### src/rtl/arx_pkg.sv
package arx_pkg;
    localparam int ARX_AW = 16;
    typedef logic [ARX_AW-1:0] arx_addr_t;

    typedef enum logic [2:0] {
        ARX_NONE,
        ARX_POP,
        ARX_PUSH,
        ARX_LOAD,
        ARX_INC
    } arx_op_e;

    // strobes that change the pointer or the stack
    typedef struct packed {
        logic pop;
        logic push;
        logic load;
        logic inc;
    } arx_mod_req_t;

    // strobes that only use the pointer
    typedef struct packed {
        logic tbl;
        logic br;
        logic call;
    } arx_use_req_t;

    function automatic arx_op_e arx_pick(arx_mod_req_t r);
        if (r.pop)       return ARX_POP;
        else if (r.push) return ARX_PUSH;
        else if (r.load) return ARX_LOAD;
        else if (r.inc)  return ARX_INC;
        else             return ARX_NONE;
    endfunction

    function automatic logic arx_in_range(arx_addr_t a, arx_addr_t top);
        return a <= top;
    endfunction
endpackage

### src/rtl/arx_op_arb.sv
module arx_op_arb
    import arx_pkg::*;
(
    input  logic         clk,
    input  logic         rst,
    input  arx_mod_req_t req,
    output arx_op_e      op
);
    always_comb op = arx_pick(req);

    assert_prio_pop_R9: assert property (@(posedge clk) disable iff (rst)
        req.pop |-> op == ARX_POP);
    assert_prio_push_R9: assert property (@(posedge clk) disable iff (rst)
        (req.push && !req.pop) |-> op == ARX_PUSH);
    assert_prio_load_R9: assert property (@(posedge clk) disable iff (rst)
        (req.load && !req.pop && !req.push) |-> op == ARX_LOAD);
endmodule

### src/rtl/arx_addr_stack.sv
module arx_addr_stack
    import arx_pkg::*;
#(
    parameter int DEPTH = 8,
    localparam int SP_W = $clog2(DEPTH + 1)
) (
    input  logic            clk,
    input  logic            rst,
    input  logic            do_push,
    input  logic            do_pop,
    input  arx_addr_t       push_data,
    output arx_addr_t       pop_data,
    output logic            pop_ok,
    output logic [SP_W-1:0] sp,
    output logic            ovf,
    output logic            unf
);
    localparam logic [SP_W-1:0] SP_TOP = SP_W'(DEPTH);

    arx_addr_t       ent [DEPTH];
    logic [DEPTH-1:0] wr_en;
    logic            push_ok;
    logic [SP_W-1:0] sp_dec;

    assign push_ok = do_push && (sp != '0);
    assign pop_ok  = do_pop && (sp != SP_TOP);
    assign sp_dec  = sp - SP_W'(1);

    // one write enable per entry, selected by the pre-decremented pointer
    for (genvar i = 0; i < DEPTH; i++) begin : g_wen
        assign wr_en[i] = push_ok && (sp_dec == SP_W'(i));
    end

    always_ff @(posedge clk) begin
        if (rst) begin
            for (int i = 0; i < DEPTH; i++) ent[i] <= '0;
        end else begin
            for (int i = 0; i < DEPTH; i++)
                if (wr_en[i]) ent[i] <= push_data;
        end
    end

    always_comb begin
        pop_data = '0;
        for (int i = 0; i < DEPTH; i++)
            if (sp == SP_W'(i)) pop_data = ent[i];
    end

    always_ff @(posedge clk) begin
        if (rst) begin
            sp  <= SP_TOP;
            ovf <= 1'b0;
            unf <= 1'b0;
        end else begin
            if (push_ok)      sp  <= sp_dec;
            else if (pop_ok)  sp  <= sp + SP_W'(1);
            if (do_push && !push_ok) ovf <= 1'b1;
            if (do_pop && !pop_ok)   unf <= 1'b1;
        end
    end

    assert_push_predec_R4: assert property (@(posedge clk) disable iff (rst)
        (do_push && sp != '0) |=> sp == $past(sp) - SP_W'(1));
    assert_ovf_sticky_R4: assert property (@(posedge clk) disable iff (rst)
        ovf |=> ovf);
    assert_pop_postinc_R5: assert property (@(posedge clk) disable iff (rst)
        (do_pop && sp != SP_TOP) |=> sp == $past(sp) + SP_W'(1));
    assert_unf_sticky_R5: assert property (@(posedge clk) disable iff (rst)
        unf |=> unf);
    assert_sp_bound_R1: assert property (@(posedge clk) disable iff (rst)
        sp <= SP_TOP);
endmodule

### src/rtl/arx_tbl_fetch.sv
module arx_tbl_fetch
    import arx_pkg::*;
(
    input  logic      clk,
    input  logic      rst,
    input  logic      issue,
    input  arx_addr_t rdata,
    output arx_addr_t dbuf_data,
    output logic      dbuf_valid
);
    logic pend;

    always_ff @(posedge clk) begin
        if (rst) begin
            pend       <= 1'b0;
            dbuf_valid <= 1'b0;
            dbuf_data  <= '0;
        end else begin
            pend       <= issue;
            dbuf_valid <= pend;
            if (pend) dbuf_data <= rdata;
        end
    end

    assert_fetch_slot_R3: assert property (@(posedge clk) disable iff (rst)
        issue |-> ##2 dbuf_valid);
    assert_fetch_cause_R3: assert property (@(posedge clk) disable iff (rst)
        !issue |-> ##2 !dbuf_valid);
endmodule

### src/rtl/arx_unit.sv
module arx_unit
    import arx_pkg::*;
#(
    parameter arx_addr_t TOP_ADDR  = 16'h3FFF,
    parameter int        STK_DEPTH = 8,
    localparam int       SP_W      = $clog2(STK_DEPTH + 1)
) (
    input  logic            clk,
    input  logic            rst,
    input  logic            op_pop,
    input  logic            op_push,
    input  logic            op_load,
    input  logic            op_inc,
    input  logic            op_tbl,
    input  logic            op_br,
    input  logic            op_call,
    input  logic [15:0]     load_data,
    output logic [15:0]     ar_q,
    output logic [SP_W-1:0] sp_q,
    output logic [15:0]     pmem_addr,
    output logic            pmem_rd_en,
    input  logic [15:0]     pmem_rdata,
    output logic [15:0]     dbuf_data,
    output logic            dbuf_valid,
    output logic [15:0]     pc_target,
    output logic            pc_req,
    output logic            pc_call,
    output logic            range_err,
    output logic            stk_ovf,
    output logic            stk_unf
);
    arx_mod_req_t mod_req;
    arx_use_req_t use_req;
    arx_op_e      op;
    arx_addr_t    pop_data;
    logic         pop_ok;
    logic         addr_ok;

    assign mod_req = '{pop: op_pop, push: op_push, load: op_load, inc: op_inc};
    assign use_req = '{tbl: op_tbl, br: op_br, call: op_call};

    arx_op_arb u_arb (
        .clk (clk),
        .rst (rst),
        .req (mod_req),
        .op  (op)
    );

    arx_addr_stack #(.DEPTH(STK_DEPTH)) u_stack (
        .clk       (clk),
        .rst       (rst),
        .do_push   (op == ARX_PUSH),
        .do_pop    (op == ARX_POP),
        .push_data (ar_q),
        .pop_data  (pop_data),
        .pop_ok    (pop_ok),
        .sp        (sp_q),
        .ovf       (stk_ovf),
        .unf       (stk_unf)
    );

    // pointer register
    always_ff @(posedge clk) begin
        if (rst) begin
            ar_q <= '0;
        end else begin
            unique case (op)
                ARX_POP:  if (pop_ok) ar_q <= pop_data;
                ARX_LOAD: ar_q <= load_data;
                ARX_INC:  ar_q <= ar_q + 16'd1;
                default:  ;
            endcase
        end
    end

    // range guard on every use of the pointer
    assign addr_ok    = arx_in_range(ar_q, TOP_ADDR);
    assign range_err  = (use_req.tbl || use_req.br || use_req.call) && !addr_ok;
    assign pmem_addr  = ar_q;
    assign pmem_rd_en = use_req.tbl && addr_ok;
    assign pc_target  = ar_q;
    assign pc_req     = (use_req.br || use_req.call) && addr_ok;
    assign pc_call    = use_req.call && addr_ok;

    arx_tbl_fetch u_fetch (
        .clk        (clk),
        .rst        (rst),
        .issue      (pmem_rd_en),
        .rdata      (pmem_rdata),
        .dbuf_data  (dbuf_data),
        .dbuf_valid (dbuf_valid)
    );

    assert_inc_step_R2: assert property (@(posedge clk) disable iff (rst)
        (op_inc && !op_pop && !op_push && !op_load) |=> ar_q == $past(ar_q) + 16'd1);
    assert_load_R8: assert property (@(posedge clk) disable iff (rst)
        (op_load && !op_pop && !op_push) |=> ar_q == $past(load_data));
    assert_range_block_R7: assert property (@(posedge clk) disable iff (rst)
        (ar_q > TOP_ADDR) |-> (!pmem_rd_en && !pc_req && !pc_call));
    assert_call_implies_req_R6: assert property (@(posedge clk) disable iff (rst)
        pc_call |-> pc_req);
    assert_underflow_hold_R5: assert property (@(posedge clk) disable iff (rst)
        (op_pop && sp_q == SP_W'(STK_DEPTH)) |=> ar_q == $past(ar_q));
endmodule

### config.mk
export PLATFORM = sky130hd
export DESIGN_NAME = arx_unit
export DESIGN_NICKNAME = d
export VERILOG_FILES = /design/src/rtl/arx_pkg.sv /design/src/rtl/arx_op_arb.sv /design/src/rtl/arx_addr_stack.sv /design/src/rtl/arx_tbl_fetch.sv /design/src/rtl/arx_unit.sv
export SDC_FILE = /design/constraint.sdc
export NUM_CORES = 1
export LEC_CHECK = 0
export ABC_AREA = 1
export BUFFER_PORTS_ARGS = -buffer_cell sky130_fd_sc_hd__buf_4
export CAP_MARGIN = 20
export CORE_MARGIN = 2
export CORE_UTILIZATION = 58
export DETAILED_ROUTE_END_ITERATION = 8
export HOLD_SLACK_MARGIN = 0.1
export MAX_ROUTING_LAYER = met4
export PLACE_DENSITY_LB_ADDON = 0.05
export REMOVE_ABC_BUFFERS = 1
export SLEW_MARGIN = 25
export SYNTH_ARGS = -nofsm -noshare
export SYNTH_HDL_FRONTEND = slang
export SYNTH_SLANG_ARGS = --single-unit
### constraint.sdc
create_clock -name clk -period 3.65 [get_ports clk]
set_clock_uncertainty 0.05 [all_clocks]
set_input_delay 0.365 -clock clk [delete_from_list [all_inputs] [get_ports clk]]
set_output_delay 0.365 -clock clk [all_outputs]
set_load 0.02 [all_outputs]
; ---- Word level (Yosys, flattened, before mapping)
; Memory sizes are Yosys's and may differ from the RTL's.
; Index checks and enable logic that the tools add are counted.
[word_totals]
memories = 1
ramBits = 128
register_bits = 40
out_inout_bits = 75
[memory_table]
columns = name, depth, word_bits, read_ports, rd_clocked_by_memory_dff, write_ports, line_no
row1 = u_stack.ent, 8, 16, 8, 0, 8, arx_addr_stack.sv:20  ; arx_addr_t ent [DEPTH];
[classes]
reduce_logical = 28
n_mux = 50
n_bitwise = 8
add_sub_neg = 3
n_eq_ne = 20
magnitude_cmp = 1
[ops]
columns = cell, n
row1 = 16-bit two-way mux, 17
row2 = 16-bit one-hot mux with 3 select lines, 1
row3 = "4-bit by 3-bit equality test with 1-bit output, second input constant", 8
row4 = 1-bit two-way mux, 26
row5 = "16-bit by 1-bit adder with 16-bit output, second input constant", 1
row6 = "4-bit by 2-bit equality test with 1-bit output, second input constant", 4
row7 = "16-bit by 14-bit <= comparator with 1-bit output, second input constant", 1
row8 = 1-bit logical AND, 16
row9 = 3-bit two-way mux, 4
row10 = "4-bit by 1-bit equality test with 1-bit output, second input constant", 2
row11 = 4-bit logical NOT, 2
row12 = 4-bit two-way mux, 2
row13 = 1-bit bitwise OR, 8
row14 = "3-bit by 2-bit equality test with 1-bit output, second input constant", 2
row15 = "4-bit by 1-bit adder with 4-bit output, second input constant", 1
row16 = "4-bit inequality test, second input constant", 1
row17 = 4-bit nonzero test, 1
row18 = "4-bit by 1-bit subtractor with 4-bit output, second input constant", 1
row19 = "3-bit by 1-bit equality test with 1-bit output, second input constant", 1
row20 = "3-bit equality test, second input constant", 1
row21 = 1-bit logical NOT, 3
row22 = 1-bit logical OR, 3
row23 = 3-bit nonzero test, 1
row24 = "2-bit inequality test, second input constant", 1
row25 = 2 further kinds, 2

; ---- Longest topological paths before layout
; Gate-level depths: netlist (run 1).
[logic_depth]
depth_word = 11
mapped_depth = 17
depth_no_buf = 16

; ---- Hierarchy
; From an unflattened synthesis (run 1), not the netlist that was laid out.
[unflattened]
hier_cells = 1172
hier_area_um2 = 9130.0
[modules_own_cells]
columns = module, cells_each, seq_area_each_um2, instances, area_per_inst_um2
row1 = arx_addr_stack, 790, 3963.8, 1, 6781.5
row2 = arx_unit, 265, 320.3, 1, 1565.3
row3 = arx_tbl_fetch, 108, 360.3, 1, 744.5
row4 = arx_op_arb, 9, 0.0, 1, 38.8

; ---- Least setup slack after synthesis (run 1)
; Ideal clock, no wire load.
[synth_timing]
path_type = register -> register
start = reg u_stack.sp[0]
end = mem u_stack.ent[1][32] (netlist bit), enable pin
path_slack_ns = 0.528
arrival_time_ns = 2.661
synth_period_minus_slack_ns = 3.122
setup_ns = 0.411
stages_incl_launch_ff = 9
path_cell_list = dfxtp_1 -> inv_1 -> ha_1 -> buf_2 -> inv_2 -> nor2_2 -> nor2_4 -> nand2_1 -> o21ai_0
[synth_lines]
columns = item, line_no
row1 = "start, declared", arx_addr_stack.sv:14  ; output logic [SP_W-1:0] sp,
row2 = "start signal, assigned", arx_addr_stack.sv:55  ; if (push_ok) sp <= sp_dec;
row3 = "start signal, assigned", arx_addr_stack.sv:56  ; else if (pop_ok) sp <= sp + SP_W'(1);
row4 = "end, declared", arx_addr_stack.sv:20

==> results.yml, run 1 <==
outcome:
  status: "completed"
job:
  max_cap_viol_count: 0
power:
  pwr_density_cell_nw_per_um2: 568.2
  cellLeakagePower_nw: 4.176
  ir_drop_uv: 326.7
grt:
  grt_usage: 0.3014
  grt_pass1_vias: 6514
  grt_overflow_total: 0
  grt_max_degree: 30
  grt_pass1_wl_um: 34910
  antenna_found_initial: 0
finish:
  drive_gt1_frac: 0.1632
  antenna_cells: 0
  layout.nets: 1128
  area_growth_pct: 14.43
place:
  gp_congestion: 0.9457
  dp_hpwl_um: 15580
  port_buffers: 115
setup_path:
  path_class: "register to register"
  crit_path_end_kind: "register"
  worst-path-buf-inv: 3
  cp.required_ns: 3.61
  reg2reg_from: "u_stack.sp[0]$_SDFFE_PP0P_"
  arrival_ns: 2.92
  critPathLaunch: "u_stack.sp[0]$_SDFFE_PP0P_"
  cp_max_fo: 16
  cpLargestDelayFamily: "simple AND/OR/NAND/NOR gates"
  path_cells: "inv_1 -> ha_1 -> inv_2 -> nor2_2 -> nor2_4 -> nand2_1 -> nor2_1 -> inv_1 -> nand2_1"
  cpPeakStageDelay_ns: 0.46
  startpoint_type: "register"
  cp_slowest_cell: "nand2_1"
drt:
  drt_iter0_drc: 753
  ant_nets: 0
  wl_per_cell_um: 17.52
  vias_per_cell: 5.460
  wl_um: 22340
  drcViolationCount: 0
  num_vias: 6961
  firstDrtPassIters: 5
sta:
  grt_setup_unrepaired: "false"
  setup_viol: 0
  relSlewSlack: 0.4773
  min_period_over_period: 0.8093
  worst_pin_slew_ns: 0.7822
  post-route-min-period_ns: 2.954
  slew_violations: 0
  hold_viol: 0
  holdWs_ns: 0.1116
  fmax_ghz: 0.3385
  setup_tns_ns: 0
synth:
  yosys-top-cells-area: "edfxtp_1 (46%), nor2_1 (11%), nand2_1 (9.9%), dfxtp_1 (9.5%), inv_1 (3.8%)"
  ys_seq_area_frac: 0.5506
  ys_ff_latch: 168
  yosysWarnings: 0
  synth_cell_type_count: 35
  synth.most_common_cell: "nor2_1"
  synthesis.area_sq_um: 8436
  ys.flop_type: "edfxtp_1"
  syn_area_per_cell_sq_um: 8.360
  yosys-top-cells-count: "nor2_1 (242), nand2_1 (222), edfxtp_1 (128), inv_1 (85), o21ai_0 (61)"
  synth_edf_count: 128
  post-synth-top-area-cell: "edfxtp_1"
  synthArstFlopShare: 0
  synthCells: 1009
  synth_top_area_frac: 0.4557
die:
  die_w_um: 124.6
  die-area_sq_um: 15530
  die_y_um: 124.6
  start_util: 0.5871
  pin_count: 116
  core_area_sq_um: 14370
  rows: 44
clock_network:
  clk_latency_ns: 0.43
  cts_sinks: 168
  clock_path_buffers: 2
  ctsRootBufferMaster: "clkbuf_16"
  cts.clk_slew.worst_paths_ns: 0.06
  cts_tree: "built"
  cts_setup_buffers: 0
  h-tree-depth: 4
  cts.repair.resized: 0
  hold_buffers: 0
  cts_buffers: 17
min_path:
  min_from: "pmem_rdata[9]"
  min_path_type: "primary input to register"
-- routing by layer --
layer / wire length, um / share of wire / track usage / up-vias
met1: 9540 / 0.43 / 0.4161 / 3246
met5: 0 / 0 / - / -
met3: 1853 / 0.083 / 0.04897 / 35
met4: 445 / 0.020 / 0.1018 / 0
met2: 10500 / 0.47 / 0.4593 / 315
li1: - / - / - / 3365
-- power by group --
part	internal, mW	total (mW)	switching, mW	leakage (nW)
clock	0.902	1.62	0.714	0.268
combinational	0.452	1.45	0.993	2.26
sequential	2.26	2.42	0.160	1.65
total	3.62	5.49	1.87	4.18
-- worst min-delay path, delay by kind of cell --
| family | cells | cell delay (ns) |
|---|---|---|
| buffers and inverters | 1 | 0.07 |
| and+or+nand+nor | 2 | 0.11 |
-- stage by stage --
| step | util | cells | instance area, sq um | setup WS, ns | power, mW |
|---|---|---|---|---|---|
| floorplan | - | 939 | 8001 | 0.4892 | 3.253 |
| global placement | 0.6356 | 1243 | 9133 | 0.8564 | 3.873 |
| detailed placement | 0.6356 | 1243 | 9133 | 0.7305 | 3.894 |
| CTS | 0.6718 | 1275 | 9653 | 0.7073 | 5.475 |
| global route | 0.6718 | 1275 | 9653 | 0.4012 | 5.718 |
| finish | 0.6718 | 1275 | 9653 | 0.6960 | 5.485 |
-- cell usage in the layout, fill, tap and decap left out, types with 17 or more instances in the layout --
| cell | synthesis | layout |
|---|---|---|
| a21oi_1 | 26 | 26 |
| inv_1 | 85 | 85 |
| nand3_1 | 45 | 45 |
| buf_4 | 35 | 120 |
| edfxtp_1 | 128 | 128 |
| clkbuf_16 | 0 | 17 |
| nor2_1 | 242 | 242 |
| nand2_1 | 222 | 222 |
| dfxtp_1 | 40 | 40 |
| o21ai_0 | 61 | 59 |
-- worst paths after layout --
check,to,slack (ns),cells after the start
min,u_fetch.dbuf_data[9]$_SDFFE_PP0P_,0.11,3
min reg2reg,u_stack.unf$_SDFFE_PP0P_,0.42,1
max reg2reg,u_stack.ent[0][0]$_SDFFCE_PN0P_,0.70,9
max,u_stack.ent[0][0]$_SDFFCE_PN0P_,0.70,9
-- area by class of cell --
type	instances	area [sq um]
clock buffers	23	469.2
multi-input cells	666	2959
fillers	1231	4716
clock inverters	9	51.30
repair buffers	120	900.9
inverters	105	397.9
well taps	184	230.2
flip-flops and latches	168	4644
-- sequential cells by signal, indices dropped and copies added, names as in the netlist --
register and cells:
ar_q 16, u_fetch.dbuf_data 16, u_fetch.dbuf_valid 1, u_fetch.pend 1, u_stack.ent 128, u_stack.ovf 1
u_stack.sp 4, u_stack.unf 1
-- logic make-up (layout without fill, tap and decap cells) --
kind of cell	count (synthesis)	after routing	share of synthesized area
flops	168	168	0.5506
mux	1	1	0.001187
compound gates	100	100	0.06363
xor+xnor	4	4	0.004154
simple gates	552	552	0.2685
fa+ha+maj	9	9	0.01335
buf+inv	175	257	0.09863
No activity file was read; power rests on OpenSTA's default activity.
==> inputs of run 2 (changes only) <==
clock period = 3.05 ns   (was 3.65 ns; I/O delays follow)
==> results.yml, run 2 (same netlist as run 1, synthesis figures left out) <==
sta:
  setup_viol: 0
  min_period_over_period: 0.8946
  grt_setup_unrepaired: "false"
  post-route-min-period_ns: 2.728
  relSlewSlack: 0.4931
  fmax_ghz: 0.3665
  slew_violations: 0
  worst_pin_slew_ns: 0.7595
  hold_viol: 0
  layout_setup_ws_ns: 0.3216
die:
  die_y_um: 124.6
  start_util: 0.5871
  die_w_um: 124.6
  core_area_sq_um: 14370
  die-area_sq_um: 15530
  rows: 44
  pin_count: 116
job:
  max_cap_viol_count: 0
setup_path:
  startpoint_type: "register"
  arrival_ns: 2.74
  path_class: "register to register"
  cp_max_fo: 16
  cp.required_ns: 3.06
  crit_path_end_kind: "register"
grt:
  grt_pass1_vias: 6803
  grt_pass1_wl_um: 35670
  grt_usage: 0.3054
  antenna_found_initial: 0
  grt_max_degree: 25
  grt_overflow_total: 0
place:
  dp_slack_ns: 0.3286
  gp_congestion: 0.9168
  dp.cells: 1256
  dp_hpwl_um: 15460
  port_buffers: 115
  place_area_sq_um: 9230
power:
  p_int_mw: 4.490
  clkPwrFrac: 0.308
  seqPwrFrac: 0.429
  cellLeakagePower_nw: 4.334
  ir_drop_uv: 423.7
  combPwrFrac: 0.263
  power.switching_mw: 2.253
  switching_share: 0.3342
  pwr_density_cell_nw_per_um2: 676.4
  power_mw: 6.743
finish:
  final_cell_mix: "nor2_1 (242), nand2_1 (222), buf_4 (133), edfxtp_1 (128), inv_1 (87)"
  stdcell_area_sq_um: 9970
  layout.nets: 1157
  final_common_cell: "nor2_1"
  antenna_cells: 0
  drive_gt1_frac: 0.1714
  final_util: 0.6938
  largest_reg_flops: 128
  regMostFlops: "u_stack.ent"
  largestRegisters: "u_stack.ent x128, ar_q x16, u_fetch.dbuf_data x16"
  fin_cells: 1304
  area_growth_pct: 18.18
drt:
  wl_met1_um: 9424
  dr_wl_met2_um: 10830
  drcViolationCount: 0
  met3RoutedLength_um: 1618
  firstDrtPassIters: 5
  num_vias: 7011
  wl_per_cell_um: 17.25
  ant_nets: 0
  drt_iter0_drc: 625
  wl_um: 22490
  vias_per_cell: 5.377
  highest_layer: "met4"
clock_network:
  cts_tree: "built"
  clk_latency_ns: 0.43
  cts.repair.resized: 0
  h-tree-depth: 4
  cts_setup_buffers: 0
  hold_buffers: 16
  cts_sinks: 168
  cts_buffers: 17
  cts.clk_slew.worst_paths_ns: 0.06
  ctsRootBufferMaster: "clkbuf_16"
  clock_path_buffers: 2
min_path:
  min_path_type: "primary input to register"
outcome:
  status: "completed"
==> run 2: critical path, stage by stage (launching register included) <==
cell	delay (ns)
dfxtp_1	0.49
inv_1	0.17
ha_1	0.29
inv_2	0.11
nor2_2	0.06
nor2_4	0.19
nand2_1	0.09
nor2_1	0.22
inv_2	0.15
nand2_1	0.53
==> run 2: per-layer routing <==
layer | vias up | global-route usage
met3 | 46 | 0.05971
met2 | 278 | 0.4838
met4 | 0 | 0.09914
li1 | 3418 | -
met5 | - | -
met1 | 3269 | 0.4001
==> run 2: power groups by stage <==
stage	sequential [mW]	clock [mW]	combinational, mW
after CTS	2.89	2.09	1.77
after floorplan	3.14	0	0.755
after global placement	2.93	0	1.72
after detailed placement	2.93	0	1.74
after global routing	2.92	2.18	1.93
final	2.89	2.08	1.77
==> run 2: cell type report <==
class	count	area, sq um
clock buffers	22	516.7
clock inverters	10	62.56
fillers	1217	4399
inverters	105	397.9
multi-input cells	666	2959
flip-flops and latches	168	4644
well taps	184	230.2
repair buffers	149	1159
==> run 2: worst paths after layout <==
check,from,endpoint,slack (ns),cells past startpoint
setup / recovery,u_stack.sp[0]$_SDFFE_PP0P_,u_stack.ent[1][0]$_SDFFCE_PN0P_,0.32,9
hold / removal,op_tbl,u_fetch.pend$_SDFF_PP0_,0.11,3
setup reg to reg,u_stack.sp[0]$_SDFFE_PP0P_,u_stack.ent[1][0]$_SDFFCE_PN0P_,0.32,9
hold reg to reg,u_stack.unf$_SDFFE_PP0P_,u_stack.unf$_SDFFE_PP0P_,0.43,1
==> run 2: per-stage QoR <==
| step | setup TNS, ns | hold slack, ns |
|---|---|---|
| after global placement | 0 | 0.3987 |
| after floorplan | -3.478 | 0.3241 |
| final | 0 | 0.1118 |
| after global routing | 0 | 0.1301 |
| after detailed placement | 0 | 0.4113 |
| after CTS | 0 | 0.1010 |
==> inputs of run 3 (changes only) <==
CELL_PAD_IN_SITES_DETAIL_PLACEMENT = 0   (was default)
CELL_PAD_IN_SITES_GLOBAL_PLACEMENT = 1   (was default)
CORE_UTILIZATION = 43   (was 58)
==> results.yml, run 3 (same netlist as run 1, synthesis figures left out) <==
grt:
  antenna_found_initial: 0
  grt_pass1_wl_um: 37340
  grt_overflow_total: 0
  grt_max_degree: 24
  grt_pass1_vias: 6528
  grt_usage: 0.2506
sta:
  setup_viol: 0
  setup_tns_ns: 0
  grt_setup_unrepaired: "false"
  post-route-min-period_ns: 2.697
  fmax_ghz: 0.3707
  hold_viol: 0
  min_period_over_period: 0.8844
  worst_pin_slew_ns: 0.8237
  slew_violations: 0
  layout_setup_ws_ns: 0.3527
  relSlewSlack: 0.4503
die:
  die_w_um: 144.1
  die_y_um: 144.1
  die-area_sq_um: 20750
  rows: 51
  pin_count: 116
  start_util: 0.4363
  core_area_sq_um: 19330
drt:
  num_vias: 6954
  dr_wl_met2_um: 11780
  highest_layer: "met4"
  ant_nets: 0
  drcViolationCount: 0
  vias_per_cell: 4.989
  met3RoutedLength_um: 1083
  wl_per_cell_um: 17.51
  drt_iter0_drc: 543
  wl_met1_um: 11310
  wl_um: 24410
  firstDrtPassIters: 5
power:
  switching_share: 0.3412
  ir_drop_uv: 430.7
  power_mw: 6.852
  clkPwrFrac: 0.313
  cellLeakagePower_nw: 4.367
  power.switching_mw: 2.338
  combPwrFrac: 0.267
  p_int_mw: 4.514
  seqPwrFrac: 0.419
  pwr_density_cell_nw_per_um2: 674.3
clock_network:
  h-tree-depth: 4
  cts.repair.resized: 0
  cts_buffers: 17
  cts.clk_slew.worst_paths_ns: 0.07
  clk_latency_ns: 0.43
  clock_path_buffers: 2
  cts_setup_buffers: 0
  cts_tree: "built"
  cts_sinks: 168
  ctsRootBufferMaster: "clkbuf_16"
setup_path:
  cp.required_ns: 3.06
  cp_max_fo: 16
  crit_path_end_kind: "register"
  cpLargestDelayFamily: "simple AND/OR/NAND/NOR gates"
  arrival_ns: 2.70
  cp_slowest_cell: "nand2_1"
  worst-path-buf-inv: 3
  cpPeakStageDelay_ns: 0.55
  path_class: "register to register"
  startpoint_type: "register"
  path_cells: "inv_1 -> ha_1 -> inv_2 -> nor2_2 -> nor2_4 -> nand2_1 -> nor2_1 -> inv_2 -> nand2_1"
finish:
  final_cell_mix: "nor2_1 (242), nand2_1 (222), buf_4 (140), edfxtp_1 (128), inv_1 (85)"
  antenna_cells: 0
  fillers: 1872
  largestRegisters: "u_stack.ent x128, ar_q x16, u_fetch.dbuf_data x16"
  area_growth_pct: 20.47
  final_common_cell: "nor2_1"
  fin_cells: 1394
  drive_gt1_frac: 0.1780
  largest_reg_flops: 128
  layout.nets: 1166
  regMostFlops: "u_stack.ent"
place:
  gp_congestion: 0.8877
  dp_hpwl_um: 17440
  dp.cells: 1346
  port_buffers: 115
  dp_slack_ns: 0.3728
job:
  max_cap_viol_count: 0
min_path:
  min_path_type: "primary input to register"
outcome:
  status: "completed"
[run 3: layout make-up]
class | count | area, sq um | area share
clock inverters | 14 | 148.9 | 0.01465
repair buffers | 158 | 1251 | 0.1231
inverters | 105 | 397.9 | 0.03915
well taps | 265 | 331.6 | 0.03263
multi-input cells | 666 | 2959 | 0.2912
clock buffers | 18 | 429.2 | 0.04223
flip-flops and latches | 168 | 4644 | 0.4570
[run 3: per-stage QoR]
stage	instance area, sq um	hold slack (ns)	utilization
2_1_floorplan	8001	0.3241	-
3_5_place_dp	9424	0.4124	0.4874
6_report	10160	0.1033	0.5256
3_3_place_gp	9424	0.3983	0.4874
5_1_grt	10160	0.1260	0.5256
4_1_cts	10160	0.1002	0.5256
[run 3: final timing paths]
path	from	end	slack [ns]	depth (start not counted)
hold / removal	op_tbl	u_fetch.pend$_SDFF_PP0_	0.10	3
setup reg to reg	u_stack.sp[0]$_SDFFE_PP0P_	u_stack.ent[1][31]$_SDFFCE_PN0P_	0.35	9
hold reg to reg	u_stack.unf$_SDFFE_PP0P_	u_stack.unf$_SDFFE_PP0P_	0.43	1
setup / recovery	u_stack.sp[0]$_SDFFE_PP0P_	u_stack.ent[1][31]$_SDFFCE_PN0P_	0.35	9
[run 3: repair_timing]
action | CTS | global route
hold buffers | 16 | 0
endpoints found under the setup margin | 0 | 0
hold endpoints to repair | 16 | 0
[run 3: power by group through the flow]
stage / clock (mW) / combinational [mW] / sequential (mW)
after floorplan: 0 / 0.755 / 3.14
after global placement: 0 / 1.81 / 2.92
after detailed placement: 0 / 1.82 / 2.92
after CTS: 2.16 / 1.84 / 2.87
after global routing: 2.27 / 2.00 / 2.90
final: 2.15 / 1.83 / 2.87
[run 3: per-layer routing]
metal | vias to the layer above | global-route usage
li1 | 3447 | -
met1 | 3300 | 0.3410
met2 | 189 | 0.4040
met3 | 18 | 0.03775
met4 | 0 | 0.04850
met5 | - | -
[run 3: worst min-delay path, cell delays in order]
cell and delay [ns]:
buf_4 0.10, inv_1 0.08, nor3_1 0.05
